--- src/rtl/ps2m_pkg.sv ---
package ps2m_pkg;
  localparam int FRAME_BITS = 11;
  localparam int BYTE_W     = 8;
  localparam int DELTA_W    = BYTE_W + 1;

  // status byte field positions (decoded by the report assembler)
  localparam int ST_LEFT  = 0;
  localparam int ST_RIGHT = 1;
  localparam int ST_MARK  = 3;
  localparam int ST_XSIGN = 4;
  localparam int ST_YSIGN = 5;
  localparam int ST_XOVF  = 6;
  localparam int ST_YOVF  = 7;

  typedef enum logic [1:0] {
    SLOT_STATUS = 2'd0,
    SLOT_XMOVE  = 2'd1,
    SLOT_YMOVE  = 2'd2
  } slot_e;

  typedef struct packed {
    logic               left;
    logic               right;
    logic               xovf;
    logic               yovf;
    logic [DELTA_W-1:0] dx;
    logic [DELTA_W-1:0] dy;
  } report_t;

  // data bits plus parity bit must hold an odd count of ones
  function automatic logic parity_good(input logic [BYTE_W-1:0] d, input logic p);
    return ^{d, p};
  endfunction

  // frame image, bit 0 = first bit received
  function automatic logic frame_good(input logic [FRAME_BITS-1:0] f);
    return (f[0] == 1'b0) && (f[FRAME_BITS-1] == 1'b1) &&
           parity_good(f[BYTE_W:1], f[BYTE_W+1]);
  endfunction

  function automatic logic [DELTA_W-1:0] widen_delta(input logic sgn,
                                                     input logic [BYTE_W-1:0] mag);
    return {sgn, mag};
  endfunction
endpackage

--- src/rtl/ps2m_sync.sv ---
module ps2m_sync #(
  parameter int STAGES = 2
) (
  input  logic clk,
  input  logic rst_n,
  input  logic line_clk,
  input  logic line_dat,
  output logic clk_fall,
  output logic dat_bit
);
  logic [STAGES-1:0] clk_ff;
  logic [STAGES-1:0] dat_ff;
  logic              clk_prev;

  genvar g;
  generate
    for (g = 0; g < STAGES; g++) begin : g_stage
      if (g == 0) begin : g_first
        always_ff @(posedge clk or negedge rst_n) begin
          if (!rst_n) begin
            clk_ff[0] <= 1'b1;
            dat_ff[0] <= 1'b1;
          end else begin
            clk_ff[0] <= line_clk;
            dat_ff[0] <= line_dat;
          end
        end
      end else begin : g_next
        always_ff @(posedge clk or negedge rst_n) begin
          if (!rst_n) begin
            clk_ff[g] <= 1'b1;
            dat_ff[g] <= 1'b1;
          end else begin
            clk_ff[g] <= clk_ff[g-1];
            dat_ff[g] <= dat_ff[g-1];
          end
        end
      end
    end
  endgenerate

  always_ff @(posedge clk or negedge rst_n) begin
    if (!rst_n) clk_prev <= 1'b1;
    else        clk_prev <= clk_ff[STAGES-1];
  end

  assign clk_fall = clk_prev & ~clk_ff[STAGES-1];
  assign dat_bit  = dat_ff[STAGES-1];
endmodule

--- src/rtl/ps2m_frame.sv ---
module ps2m_frame
  import ps2m_pkg::*;
(
  input  logic              clk,
  input  logic              rst_n,
  input  logic              clk_fall,
  input  logic              dat_bit,
  input  logic              flush,
  output logic              byte_vld,
  output logic [BYTE_W-1:0] byte_q,
  output logic              frame_bad,
  output logic [3:0]        bit_pos,
  output logic              in_frame
);
  localparam int LAST_BIT = FRAME_BITS - 1;

  logic [FRAME_BITS-1:0] shreg;
  logic [FRAME_BITS-1:0] frame_img;

  assign frame_img = {dat_bit, shreg[FRAME_BITS-1:1]};
  assign in_frame  = (bit_pos != 4'd0);

  always_ff @(posedge clk or negedge rst_n) begin
    if (!rst_n) begin
      bit_pos   <= 4'd0;
      shreg     <= '0;
      byte_vld  <= 1'b0;
      byte_q    <= '0;
      frame_bad <= 1'b0;
    end else begin
      byte_vld  <= 1'b0;
      frame_bad <= 1'b0;
      if (flush) begin
        bit_pos <= 4'd0;
      end else if (clk_fall) begin
        shreg <= frame_img;
        if (bit_pos == 4'(LAST_BIT)) begin
          bit_pos <= 4'd0;
          if (frame_good(frame_img)) begin
            byte_vld <= 1'b1;
            byte_q   <= frame_img[BYTE_W:1];
          end else begin
            frame_bad <= 1'b1;
          end
        end else begin
          bit_pos <= bit_pos + 4'd1;
        end
      end
    end
  end
endmodule

--- src/rtl/ps2m_idle_timer.sv ---
module ps2m_idle_timer #(
  parameter int TIMEOUT_CYC = 100000
) (
  input  logic clk,
  input  logic rst_n,
  input  logic busy,
  input  logic clk_fall,
  output logic expire
);
  localparam int CW = $clog2(TIMEOUT_CYC + 1);

  logic [CW-1:0] cnt;

  assign expire = busy && !clk_fall && (cnt == CW'(TIMEOUT_CYC - 1));

  always_ff @(posedge clk or negedge rst_n) begin
    if (!rst_n)                   cnt <= '0;
    else if (!busy || clk_fall)   cnt <= '0;
    else if (expire)              cnt <= '0;
    else                          cnt <= cnt + 1'b1;
  end
endmodule

--- src/rtl/ps2m_packet.sv ---
module ps2m_packet
  import ps2m_pkg::*;
(
  input  logic              clk,
  input  logic              rst_n,
  input  logic              byte_vld,
  input  logic [BYTE_W-1:0] byte_q,
  input  logic              frame_bad,
  input  logic              flush,
  output report_t           rpt,
  output logic              pkt_valid,
  output slot_e             slot,
  output logic              mark_drop
);
  logic              h_left, h_right, h_xs, h_ys, h_xo, h_yo;
  logic [BYTE_W-1:0] h_x;

  assign mark_drop = byte_vld && (slot == SLOT_STATUS) && !byte_q[ST_MARK];

  always_ff @(posedge clk or negedge rst_n) begin
    if (!rst_n) begin
      slot      <= SLOT_STATUS;
      rpt       <= '0;
      pkt_valid <= 1'b0;
      h_left    <= 1'b0;
      h_right   <= 1'b0;
      h_xs      <= 1'b0;
      h_ys      <= 1'b0;
      h_xo      <= 1'b0;
      h_yo      <= 1'b0;
      h_x       <= '0;
    end else begin
      pkt_valid <= 1'b0;
      if (flush || frame_bad) begin
        slot <= SLOT_STATUS;
      end else if (byte_vld) begin
        unique case (slot)
          SLOT_STATUS: begin
            if (!mark_drop) begin
              h_left  <= byte_q[ST_LEFT];
              h_right <= byte_q[ST_RIGHT];
              h_xs    <= byte_q[ST_XSIGN];
              h_ys    <= byte_q[ST_YSIGN];
              h_xo    <= byte_q[ST_XOVF];
              h_yo    <= byte_q[ST_YOVF];
              slot    <= SLOT_XMOVE;
            end
          end
          SLOT_XMOVE: begin
            h_x  <= byte_q;
            slot <= SLOT_YMOVE;
          end
          default: begin
            rpt.left  <= h_left;
            rpt.right <= h_right;
            rpt.xovf  <= h_xo;
            rpt.yovf  <= h_yo;
            rpt.dx    <= widen_delta(h_xs, h_x);
            rpt.dy    <= widen_delta(h_ys, byte_q);
            pkt_valid <= 1'b1;
            slot      <= SLOT_STATUS;
          end
        endcase
      end
    end
  end
endmodule

--- src/rtl/ps2m_rx.sv ---
module ps2m_rx
  import ps2m_pkg::*;
#(
  parameter int CLK_KHZ     = 50000,
  parameter int TIMEOUT_US  = 2000,
  parameter int SYNC_STAGES = 2
) (
  input  logic               clk,
  input  logic               rst_n,
  input  logic               ps2_clk_i,
  input  logic               ps2_dat_i,
  output logic               btn_left,
  output logic               btn_right,
  output logic               x_ovf,
  output logic               y_ovf,
  output logic [DELTA_W-1:0] dx,
  output logic [DELTA_W-1:0] dy,
  output logic               pkt_valid,
  output logic               frame_error
);
  localparam int TIMEOUT_CYC = (CLK_KHZ * TIMEOUT_US) / 1000;

  logic              ps_fall, ps_bit, expire, byte_vld, frame_bad, in_frame, mark_drop;
  logic [BYTE_W-1:0] byte_q;
  logic [3:0]        bit_pos;
  slot_e             slot;
  report_t           rpt;

  ps2m_sync #(.STAGES(SYNC_STAGES)) u_sync (
    .clk(clk), .rst_n(rst_n), .line_clk(ps2_clk_i), .line_dat(ps2_dat_i),
    .clk_fall(ps_fall), .dat_bit(ps_bit)
  );

  ps2m_frame u_frame (
    .clk(clk), .rst_n(rst_n), .clk_fall(ps_fall), .dat_bit(ps_bit), .flush(expire),
    .byte_vld(byte_vld), .byte_q(byte_q), .frame_bad(frame_bad),
    .bit_pos(bit_pos), .in_frame(in_frame)
  );

  ps2m_idle_timer #(.TIMEOUT_CYC(TIMEOUT_CYC)) u_timer (
    .clk(clk), .rst_n(rst_n), .busy(in_frame || (slot != SLOT_STATUS)),
    .clk_fall(ps_fall), .expire(expire)
  );

  ps2m_packet u_pkt (
    .clk(clk), .rst_n(rst_n), .byte_vld(byte_vld), .byte_q(byte_q),
    .frame_bad(frame_bad), .flush(expire), .rpt(rpt), .pkt_valid(pkt_valid),
    .slot(slot), .mark_drop(mark_drop)
  );

  assign btn_left    = rpt.left;
  assign btn_right   = rpt.right;
  assign x_ovf       = rpt.xovf;
  assign y_ovf       = rpt.yovf;
  assign dx          = rpt.dx;
  assign dy          = rpt.dy;
  assign frame_error = frame_bad;
endmodule

--- config.mk ---
export PLATFORM = sky130hd
export DESIGN_NAME = ps2m_rx
export DESIGN_NICKNAME = d
export VERILOG_FILES = /design/src/rtl/ps2m_pkg.sv /design/src/rtl/ps2m_sync.sv /design/src/rtl/ps2m_frame.sv /design/src/rtl/ps2m_idle_timer.sv /design/src/rtl/ps2m_packet.sv /design/src/rtl/ps2m_rx.sv
export SDC_FILE = /design/constraint.sdc
export NUM_CORES = 1
export LEC_CHECK = 0
export CAP_MARGIN = 20
export CELL_PAD_IN_SITES_DETAIL_PLACEMENT = 0
export CELL_PAD_IN_SITES_GLOBAL_PLACEMENT = 2
export CORE_MARGIN = 4
export CORE_UTILIZATION = 35
export DETAILED_ROUTE_END_ITERATION = 7
export DONT_BUFFER_PORTS = 1
export PLACE_DENSITY = 0.65
export SLEW_MARGIN = 20
export SYNTH_ARGS = -nofsm -noshare
export SYNTH_HDL_FRONTEND = slang
export SYNTH_HIERARCHICAL = 1
export SYNTH_SLANG_ARGS = --single-unit
export TNS_END_PERCENT = 100
--- constraint.sdc ---
create_clock -name clk -period 3.15 [get_ports clk]
set_clock_uncertainty 0.1 [all_clocks]
set_input_delay 0.63 -clock clk [delete_from_list [all_inputs] [get_ports clk]]
set_output_delay 0.63 -clock clk [all_outputs]
set_load 0.1 [all_outputs]
# Word level (Yosys, flattened, before mapping)
# Cells that the tools add are included.
# classes
add_sub_neg,2
eq_ne,4
n_mux,20
n_bitwise,7
n_reduce_logical,25
# ops
operator,count
17-bit 2-to-1 mux,2
"17-bit by 1-bit adder with 17-bit output, second input constant",1
"17-bit == test, second input constant",1
4-bit 2-to-1 mux,3
1-bit 2-to-1 mux,11
9-bit parity,1
4-bit AND reduction,2
1-bit logical AND,6
2-bit 2-to-1 mux,3
1-bit inverter,6
3-bit AND reduction,2
2-bit nonzero test,3
"4-bit by 1-bit adder with 4-bit output, second input constant",1
"4-bit == test, second input constant",1
2-bit one-hot mux with 2 select lines,1
2-bit AND reduction,2
4-bit nonzero test,1
1-bit logical NOT,3
1-bit logical OR,3
"3-bit != test, second input constant",1
"2-bit by 1-bit == test with 1-bit output, second input constant",1
2-bit logical NOT,1
2-bit OR reduction,1
1-bit AND,1
# word_totals
regBits,86
in_bits,4
out_inout_bits,24
wordCells,84

# Longest topological paths before layout
# Gate-level depths: netlist (run 1).
# logic_depth
ltp_word,8
ltp_mapped,12
depth_no_buf,11

# Modules after synthesis
# The synthesis (run 1) kept the hierarchy.
# by_module_without_submodules
module,instances,cells_per_inst,area_each_um2,seq_area_each_um2
ps2m_packet,1,91,1590.3,975.9
ps2m_frame,1,81,1108.6,600.6
ps2m_idle_timer,1,87,858.3,425.4
ps2m_sync,1,6,145.1,131.4
ps2m_rx,1,1,6.3,0.0

# Worst setup path after synthesis (run 1)
# OpenSTA, ideal clock, no wires.
# synth_timing
path_type,register to register
from,reg u_frame.bit_pos[0]
to,reg u_frame.byte_q[0]
setup_ps,125
t_arrival_ps,2707
required_ps,2925
slack_ps,218
stages_incl_launch_ff,12
path_buffers,0
path_cell_list,dfrtp_1 inv_1 ha_1 nand2_1 or3_1 nor2b_1 nand3_1 nor3_1 nand2b_1 nor4_1 mux2i_4 mux2_2
# synth_via
elab_chain_cells,6
word_cells_on_any_way,7
# synth_rtl
element,line,source
start: declaration,ps2m_frame.sv:12,"output logic [3:0] bit_pos,"
start signal: assignment,ps2m_frame.sv:46,bit_pos <= bit_pos + 4'd1;
4-bit nonzero test,ps2m_frame.sv:21,assign in_frame = (bit_pos != 4'd0);
via in_frame,ps2m_rx.sv:23,"logic ps_fall, ps_bit, expire, byte_vld, frame_bad, in_frame, mark_drop;"
1-bit logical OR,ps2m_rx.sv:41,".clk(clk), .rst_n(rst_n), .busy(in_frame || (slot != SLOT_STATUS)),"
1-bit logical AND (2 in a row),ps2m_idle_timer.sv:14,assign expire = busy && !clk_fall && (cnt == CW'(TIMEOUT_CYC - 1));
via expire,ps2m_rx.sv:23,
1-bit inverter (no source line),--,
4-bit AND reduction (no source line),--,
end signal: assignment,ps2m_frame.sv:41,byte_q <= frame_img[BYTE_W:1];
end: declaration,ps2m_frame.sv:10,"output logic [BYTE_W-1:0] byte_q,"
# The timed path passes the listed nets, and every way through them passes these cells.
# A chain may end at the register's enable or synchronous reset.

# Worst setup path in the final report (run 1)
# layout_timing
from,reg u_frame.bit_pos[0]
to,reg u_frame.byte_q[1]
# Same word-level chain as after synthesis.

==> qor.csv, run 1 <==
metric,value,unit
status,"complete, no violations",
endpoint_kind,flop,
syn_nets,273,
cts_buffer_depth,2,
grt_pass1_vias,2101,
insertion_delay,360,ps
diodes,0,
grt_pass1_wl,11.19,mm
fmax,351.1,MHz
cts_sinks,85,
drt_iter0_drc,97,
slowest_stage,nor4_1,
critPathKind,flop to flop,
via_count,1995,
syn-cell-area,3701,µm²
path_cells,inv_1 -> ha_1 -> nand2_1 -> or3_1 -> nor2b_1 -> nand3_1 -> nor3_2 -> nand2b_1 -> nor4_1 -> mux2i_4 -> mux2_2,
leakagePower,1.888,nW
fin_nets,282,
cellPowerDensity,672.2,nW/µm²
layout-drive-gt1-share,0.3190,
nFillCells,984,
die_h,110.8,µm
rsz0062_at_grt,false,
placed_cell_area,3819,µm²
setup_viol_count_final,0,
slew_violations,0,
cts_tree,yes,
fin_hold_ws,47.38,ps
critPathLaunchType,flop,
holdCritPathClass,input pin to asynchronous set/reset pin,
dr.pass1.iters,4,
ir_drop,257.6,µV
required,3300,ps
die_w,110.8,µm
seq_area,2133,µm²
multi_input_area,1471,µm²
antenna_found_initial,0,
tns,0,ps
cpPeakStageDelay,460,ps
timing.slew.headroom,0.3673,
path_clk_slew,100,ps
final_cell_mix,"80 x dfrtp_1, 35 x mux2_2, 19 x mux2_4",
rows,37,
avgRoutedWirePerCell,15.40,µm
ys_warn_count,6,
ioPinCount,28,
avgSynthCellArea,13.97,µm²
path_delay_family,simple AND/OR/NAND/NOR gates,
hold_viol_final,0,
drv_cap,0,
coreArea,10320,µm²
htreeDepth,3,
final_antenna_net_count,0,
routed_wl,6.392,mm
grt_usage,0.1142,
port-buffer-count,0,
layout_min_cycle_time,2848,ps
worst_slew_pin_slew,949.0,ps
syn_inst,265,
arrival,2990,ps
layout_commonest_cell,dfrtp_1,
r2r_slack,300,ps
drc,0,
area_growth,9.838,%
clockRootBuffer,clkbuf_8,
place_hpwl,4.088,mm
cp.buffers_inverters,1,
path_max_fanout,9,
vias_per_cell,4.807,
min_period_over_period,0.9042,
place_congestion,0.7085,
die_area,12280,µm²
grt_max_degree,83,
power,2.733,mW
grt-ovfl-total,0,
start_util,0.3585,
stdcell_area,4065,µm²
numCtsBuffers,9,
-- state kept, by name (all words and copies together) (netlist names), 2 cells and up --
signal / cells
u_pkt/rpt: 22
u_timer/cnt: 17
u_frame/shreg: 10
u_frame/byte_q: 8
u_pkt/h_x: 8
u_frame/bit_pos: 4
u_pkt/slot: 2
u_sync/clk_ff: 2
-- where the power goes --
group,switching (mW),internal (mW)
clock network,0.422,0.379
logic,0.235,0.305
registers,0.157,1.24
-- layer usage --
| metal | GRT usage | up-vias | routed length [µm] |
|---|---|---|---|
| li1 | - | 948 | - |
| met2 | 0.1582 | 27 | 2767 |
| met5 | 0 | - | 0 |
| met3 | 0.02074 | 11 | 157 |
| met4 | 0.06158 | 0 | 155 |
| met1 | 0.1678 | 1009 | 3312 |
-- per-stage QoR --
| step | util | setup WS (ps) | instances |
|---|---|---|---|
| 2_1_floorplan | - | 218.6 | 265 |
| 3_3_place_gp | 0.3699 | 345.8 | 397 |
| 3_5_place_dp | 0.3699 | 202.0 | 397 |
| 4_1_cts | 0.3933 | 188.6 | 415 |
| 5_1_grt | 0.3938 | 26.43 | 415 |
| 6_report | 0.3938 | 301.9 | 415 |
-- what timing repair did --
action / 4_1_cts / 5_1_grt
hold endpoints to repair: 82 / 0
resized for setup: 0 / 1
setup endpoints to repair: 0 / 8
hold buffers: 2 / 0
buffers inserted: 0 / 0
-- path summary, 6_finish.rpt --
path	depth (start not counted)	start	end
max in group asynchronous	1	rst_n	u_sync/clk_prev
max	11	u_frame/bit_pos[0]	u_frame/byte_q[1]
min reg2reg	0	u_sync/dat_ff[0]	u_sync/dat_bit
min	1	rst_n	u_pkt/rpt[20]
max reg2reg	11	u_frame/bit_pos[0]	u_frame/byte_q[1]
min in group clk	0	ps2_dat_i	u_sync/dat_ff[0]
-- area by class of cell --
type	count	area share
Multi-Input combinational cell	167	0.3620
Tap cell	136	0.04186
Inverter	5	0.004617
Timing Repair Buffer	6	0.01662
Sequential cell	85	0.5248
Clock buffer	9	0.03047
Clock inverter	7	0.01970
Note: power is estimated with default switching activity, not from simulation.
==> run 2: changes to the inputs <==
PLACE_DENSITY = 0.76   (was 0.65)
==> qor.csv, run 2 (synthesis gave the netlist of run 1 again) <==
metric,value,unit,change
status,"complete, no violations",,
rsz0062_at_grt,false,,
seq_area,2133,µm²,unchanged
routed_wl,6.268,mm,-1.9%
grt_pass1_wl,10.93,mm,-2.3%
port-buffer-count,0,,unchanged
holdCritPathClass,input pin to asynchronous set/reset pin,,
cellPowerDensity,662.1,nW/µm²,-1.5%
largest_reg_flops,22,,unchanged
htreeDepth,3,,unchanged
postCtsSetupBuffers,0,,unchanged
coreArea,10320,µm²,unchanged
drv_cap,0,,unchanged
die_w,110.8,µm,unchanged
min_period_over_period,0.9040,,about the same
layout_commonest_cell,dfrtp_1,,
place_congestion,0.7313,,+3.2%
insertion_delay,350,ps,about the same
largest_register,u_pkt/rpt,,
tns,0,ps,unchanged
drc,0,,unchanged
place_hpwl,4.041,mm,-1.1%
hold_viol_final,0,,unchanged
area_growth,9.601,%,
numCtsBuffers,9,,unchanged
grt_usage,0.1098,,-0.004364
cts_sinks,85,,unchanged
multi_input_area,1475,µm²,+0.25%
worst_slew_pin_slew,943.1,ps,-5.837 ps
rows,37,,unchanged
grt-ovfl-total,0,,unchanged
dpl.cell_count,397,,unchanged
antenna_found_initial,0,,unchanged
top_regs,"u_pkt/rpt (22), u_timer/cnt (17), u_frame/shreg (10)",,
die_h,110.8,µm,unchanged
via_count,1983,,-0.60%
final_cell_mix,"80 x dfrtp_1, 35 x mux2_2, 19 x mux2_4",,
fmax,351.2,MHz,about the same
ir_drop,208.4,µV,-19%
required,3300,ps,about the same
endpoint_kind,flop,,
fin_cells,415,,unchanged
critPathKind,flop to flop,,
cts_tree,yes,,
vias_per_cell,4.778,,-0.60%
diodes,0,,unchanged
nFillCells,952,,-3.3%
die_area,12280,µm²,unchanged
fin_nets,282,,unchanged
start_util,0.3585,,unchanged
dr.pass1.iters,4,,unchanged
avgRoutedWirePerCell,15.10,µm,-1.9%
leakagePower,1.887,nW,about the same
ioPinCount,28,,unchanged
path_max_fanout,9,,unchanged
path_clk_slew,90,ps,about the same
timing.slew.headroom,0.3712,,+0.003892
grt_pass1_vias,2051,,-2.4%
final_antenna_net_count,0,,unchanged
grt_max_degree,84,,+1.2%
arrival,2990,ps,about the same
critPathLaunchType,flop,,
setup_viol_count_final,0,,unchanged
slew_violations,0,,unchanged
cts_buffer_depth,2,,unchanged
drt_iter0_drc,82,,-15%
clockRootBuffer,clkbuf_8,,
power,2.686,mW,-1.7%
layout_min_cycle_time,2847,ps,-0.6400 ps
layout-drive-gt1-share,0.3226,,+0.003584
-- run 2: cell types whose count changed in the layout (fill, tap and decap cells not counted), sizes merged --
cell,before,now
clkinv,1,3
bufinv,1,0
clkinvlp,1,0
-- run 2: area by class of cell --
cell class	instances	share of cell area
flip-flops and latches	85	0.5259
multi-input cells	167	0.3637
well taps	136	0.04195
clock buffers	9	0.03054
clock inverters	7	0.01666
repair buffers	6	0.01666
inverters	5	0.004627
-- run 2: final timing paths --
check	end	cells past startpoint	slack, ps	start
setup / recovery	u_frame/byte_q[5]	11	300	u_frame/bit_pos[0]
hold / removal	u_pkt/h_x[3]	1	70	rst_n
setup reg to reg	u_frame/byte_q[5]	11	300	u_frame/bit_pos[0]
hold reg to reg	u_sync/dat_bit	0	260	u_sync/dat_ff[0]
max in group asynchronous	u_sync/dat_ff[0]	1	2190	rst_n
min in group clk	u_sync/clk_ff[0]	0	170	ps2_clk_i
-- run 2: per-stage QoR --
step / hold slack (ps) / area [µm²] / util / worst slack (ps)
2_1_floorplan: 234.4 / 3701 / - / 218.6
3_3_place_gp: 237.5 / 3819 / 0.3699 / 317.9
3_5_place_dp: 237.7 / 3819 / 0.3699 / 209.5
4_1_cts: 68.42 / 4048 / 0.3921 / 162.3
5_1_grt: 86.34 / 4056 / 0.3929 / 46.92
6_report: 74.51 / 4056 / 0.3929 / 302.5
-- run 2: per-layer routing --
metal,track usage,vias up,part of all wire
met5,0,-,0
met4,0.04680,0,0.016
met3,0.02948,5,0.032
met2,0.1533,25,0.44
met1,0.1597,1003,0.51
li1,-,950,-
-- run 2: what timing repair did --
item,in CTS,in global routing
endpoints found under the setup margin,0,8
hold endpoints to repair,83,0
hold buffers,2,0
gates resized for setup,0,2
-- run 2: report_power, final --
| group | switching (mW) | internal (mW) | leakage (nW) |
|---|---|---|---|
| clock network | 0.432 | 0.307 | 0.0993 |
| logic | 0.246 | 0.307 | 0.650 |
| registers | 0.158 | 1.24 | 1.14 |
| total | 0.836 | 1.85 | 1.89 |
-- run 2: critical path, cell delays in order (launching register included) --
cell and delay (ps):
dfrtp_1 400, inv_1 100, ha_1 200, nand2_1 50, or3_1 80, nor2b_2 210, nand3_1 170, nor3_1 320
nand2b_1 300, nor4_2 100, mux2i_4 340, mux2_2 380
==> run 3: changes to the inputs <==
REMOVE_ABC_BUFFERS = 1   (was not set)
==> qor.csv, run 3 (synthesis gave the netlist of run 1 again) <==
metric,value,unit,change
ir_drop,216.8,µV,+4.0%
vias_per_cell,4.822,,+0.91%
cellPowerDensity,659.0,nW/µm²,-0.47%
layout_commonest_cell,dfrtp_1,,
area_growth,9.432,%,
met2_usage,0.1630,,+0.009709
leakagePower,1.881,nW,-0.36%
largest_reg_flops,22,,unchanged
avgRoutedWirePerCell,14.75,µm,-2.3%
htreeDepth,3,,unchanged
die_h,110.8,µm,unchanged
critPathLaunchType,flop,,
coreArea,10320,µm²,unchanged
min_period_over_period,0.9107,,+0.006774
required,3290,ps,about the same
holdCritPathClass,input pin to asynchronous set/reset pin,,
numCtsBuffers,9,,unchanged
clockRootBuffer,clkbuf_8,,
dr.pass1.iters,4,,unchanged
routed_wl,6.123,mm,-2.3%
final_cell_mix,"80 x dfrtp_1, 35 x mux2_2, 19 x mux2_4",,
r2r-end,u_pkt/rpt[13],,
largest_register,u_pkt/rpt,,
port-buffer-count,0,,unchanged
placed_cell_area,3819,µm²,unchanged
grt_pass1_vias,2146,,+4.6%
worst_slew_pin_slew,915.0,ps,-28.12 ps
grt_usage,0.1096,,-0.0002557
hold_viol_final,0,,unchanged
fin_nets,282,,unchanged
cts_buffer_depth,2,,unchanged
die_area,12280,µm²,unchanged
grt-ovfl-total,0,,unchanged
slew_violations,0,,unchanged
reg2reg_from,u_frame/bit_pos[0],,
die_w,110.8,µm,unchanged
layout_min_cycle_time,2869,ps,+21.34 ps
insertion_delay,360,ps,about the same
top_regs,"u_pkt/rpt (22), u_timer/cnt (17), u_frame/shreg (10)",,
r2r_cells,11,,unchanged
ioPinCount,28,,unchanged
place_hpwl,3.980,mm,-1.5%
arrival,3010,ps,+20 ps
status,"complete, no violations",,
diodes,0,,unchanged
grt_max_degree,86,,+2.4%
fmax,348.6,MHz,-0.74%
start_util,0.3585,,unchanged
grtUsageMet1,0.1435,,-0.01628
endpoint_kind,flop,,
layout-drive-gt1-share,0.3262,,+0.003584
place_congestion,0.7416,,+1.4%
gr-max-usage-layer,met2,,
path_max_fanout,23,,+14
antenna_found_initial,0,,unchanged
stdcell_area,4050,µm²,-0.15%
drc,0,,unchanged
path_clk_slew,90,ps,about the same
rsz0062_at_grt,false,,
setup_viol_count_final,0,,unchanged
via_count,2001,,+0.91%
cts_tree,yes,,
final_antenna_net_count,0,,unchanged
cts_sinks,85,,unchanged
drv_cap,0,,unchanged
tns,0,ps,unchanged
drt_iter0_drc,117,,+43%
grt_pass1_wl,10.74,mm,-1.7%
nFillCells,976,,+2.5%
r2r_slack,280,ps,-20 ps
rows,37,,unchanged
critPathKind,flop to flop,,
timing.slew.headroom,0.3900,,+0.01875
gr-usage-met3,0.03384,,+0.004367
run 3: changes by cell type in the layout (fill, tap and decap cells not counted):
cell,change
nor3_2,+1
clkinvlp_4,+1
nor2b_1,+1
buf_4,+1
inv_8,+1
nor2b_2,-1
clkinv_8,-1
clkinv_4,-1
dlygate4sd3_1,-1
nor3_1,-1
run 3: report_power, final:
group | switching (mW) | leakage (nW) | total, mW | internal, mW
logic | 0.243 | 0.648 | 0.548 | 0.305
registers | 0.149 | 1.14 | 1.38 | 1.24
clock network | 0.433 | 0.0945 | 0.737 | 0.304
run 3: worst max path at each step:
stage | from | to | slack (ps) | cells past startpoint
after floorplan | u_frame/bit_pos[0] | u_frame/byte_q[0] | -70 | 11
after global placement | u_frame/bit_pos[0] | u_frame/byte_q[0] | 340 | 11
after detailed placement | u_frame/bit_pos[0] | u_frame/byte_q[4] | 210 | 11
after CTS | u_frame/bit_pos[0] | u_frame/byte_q[4] | 160 | 11
after global routing | u_frame/bit_pos[0] | u_frame/byte_q[4] | 60 | 11
final | u_frame/bit_pos[0] | u_pkt/rpt[13] | 280 | 11
run 3: per-stage QoR:
| stage | hold slack, ps | total power, mW | util | instances | setup slack [ps] |
|---|---|---|---|---|---|
| 2_1_floorplan | 234.4 | 1.821 | - | 257 | -70.77 |
| 3_3_place_gp | 239.0 | 1.927 | 0.3699 | 397 | 336.7 |
| 3_5_place_dp | 237.0 | 1.932 | 0.3699 | 397 | 209.7 |
| 4_1_cts | 61.72 | 2.714 | 0.3905 | 414 | 158.5 |
| 5_1_grt | 57.38 | 2.859 | 0.3923 | 415 | 60.97 |
| 6_report | 70.11 | 2.669 | 0.3923 | 415 | 281.2 |
run 3: per-layer routing:
layer  routed length (µm)  share of wire  vias to the layer above
met2                 2814           0.46                       28
met4                   90          0.015                        0
met5                    0              0                        -
li1                     -              -                      948
met1                 2949           0.48                     1018
met3                  269          0.044                        7
run 3: final cells by class:
cell class	instances	area, µm²	share of cell area
multi-input combinational	167	1478	0.3648
sequential	85	2133	0.5267
clock buffer	9	123.9	0.03058
tap	136	170.2	0.04201
clock inverter	7	61.31	0.01514
inverter	5	18.77	0.004634
timing repair buffer	6	65.06	0.01606
run 3: critical path: stages (launching register included):
cell,delay (ps)
dfrtp_1,410
inv_1,130
ha_1,160
nand2_1,50
or3_1,290
nor2b_1,180
nand3_1,180
nor3_2,80
buf_4,150
nor2_2,130
and3_4,480
mux2_2,390
run 3: repair_timing:
item	in CTS	in global routing
setup endpoints to repair	0	8
setup buffers	0	1
gates resized for setup	0	2
hold endpoints to repair	85	0
hold buffers	1	0
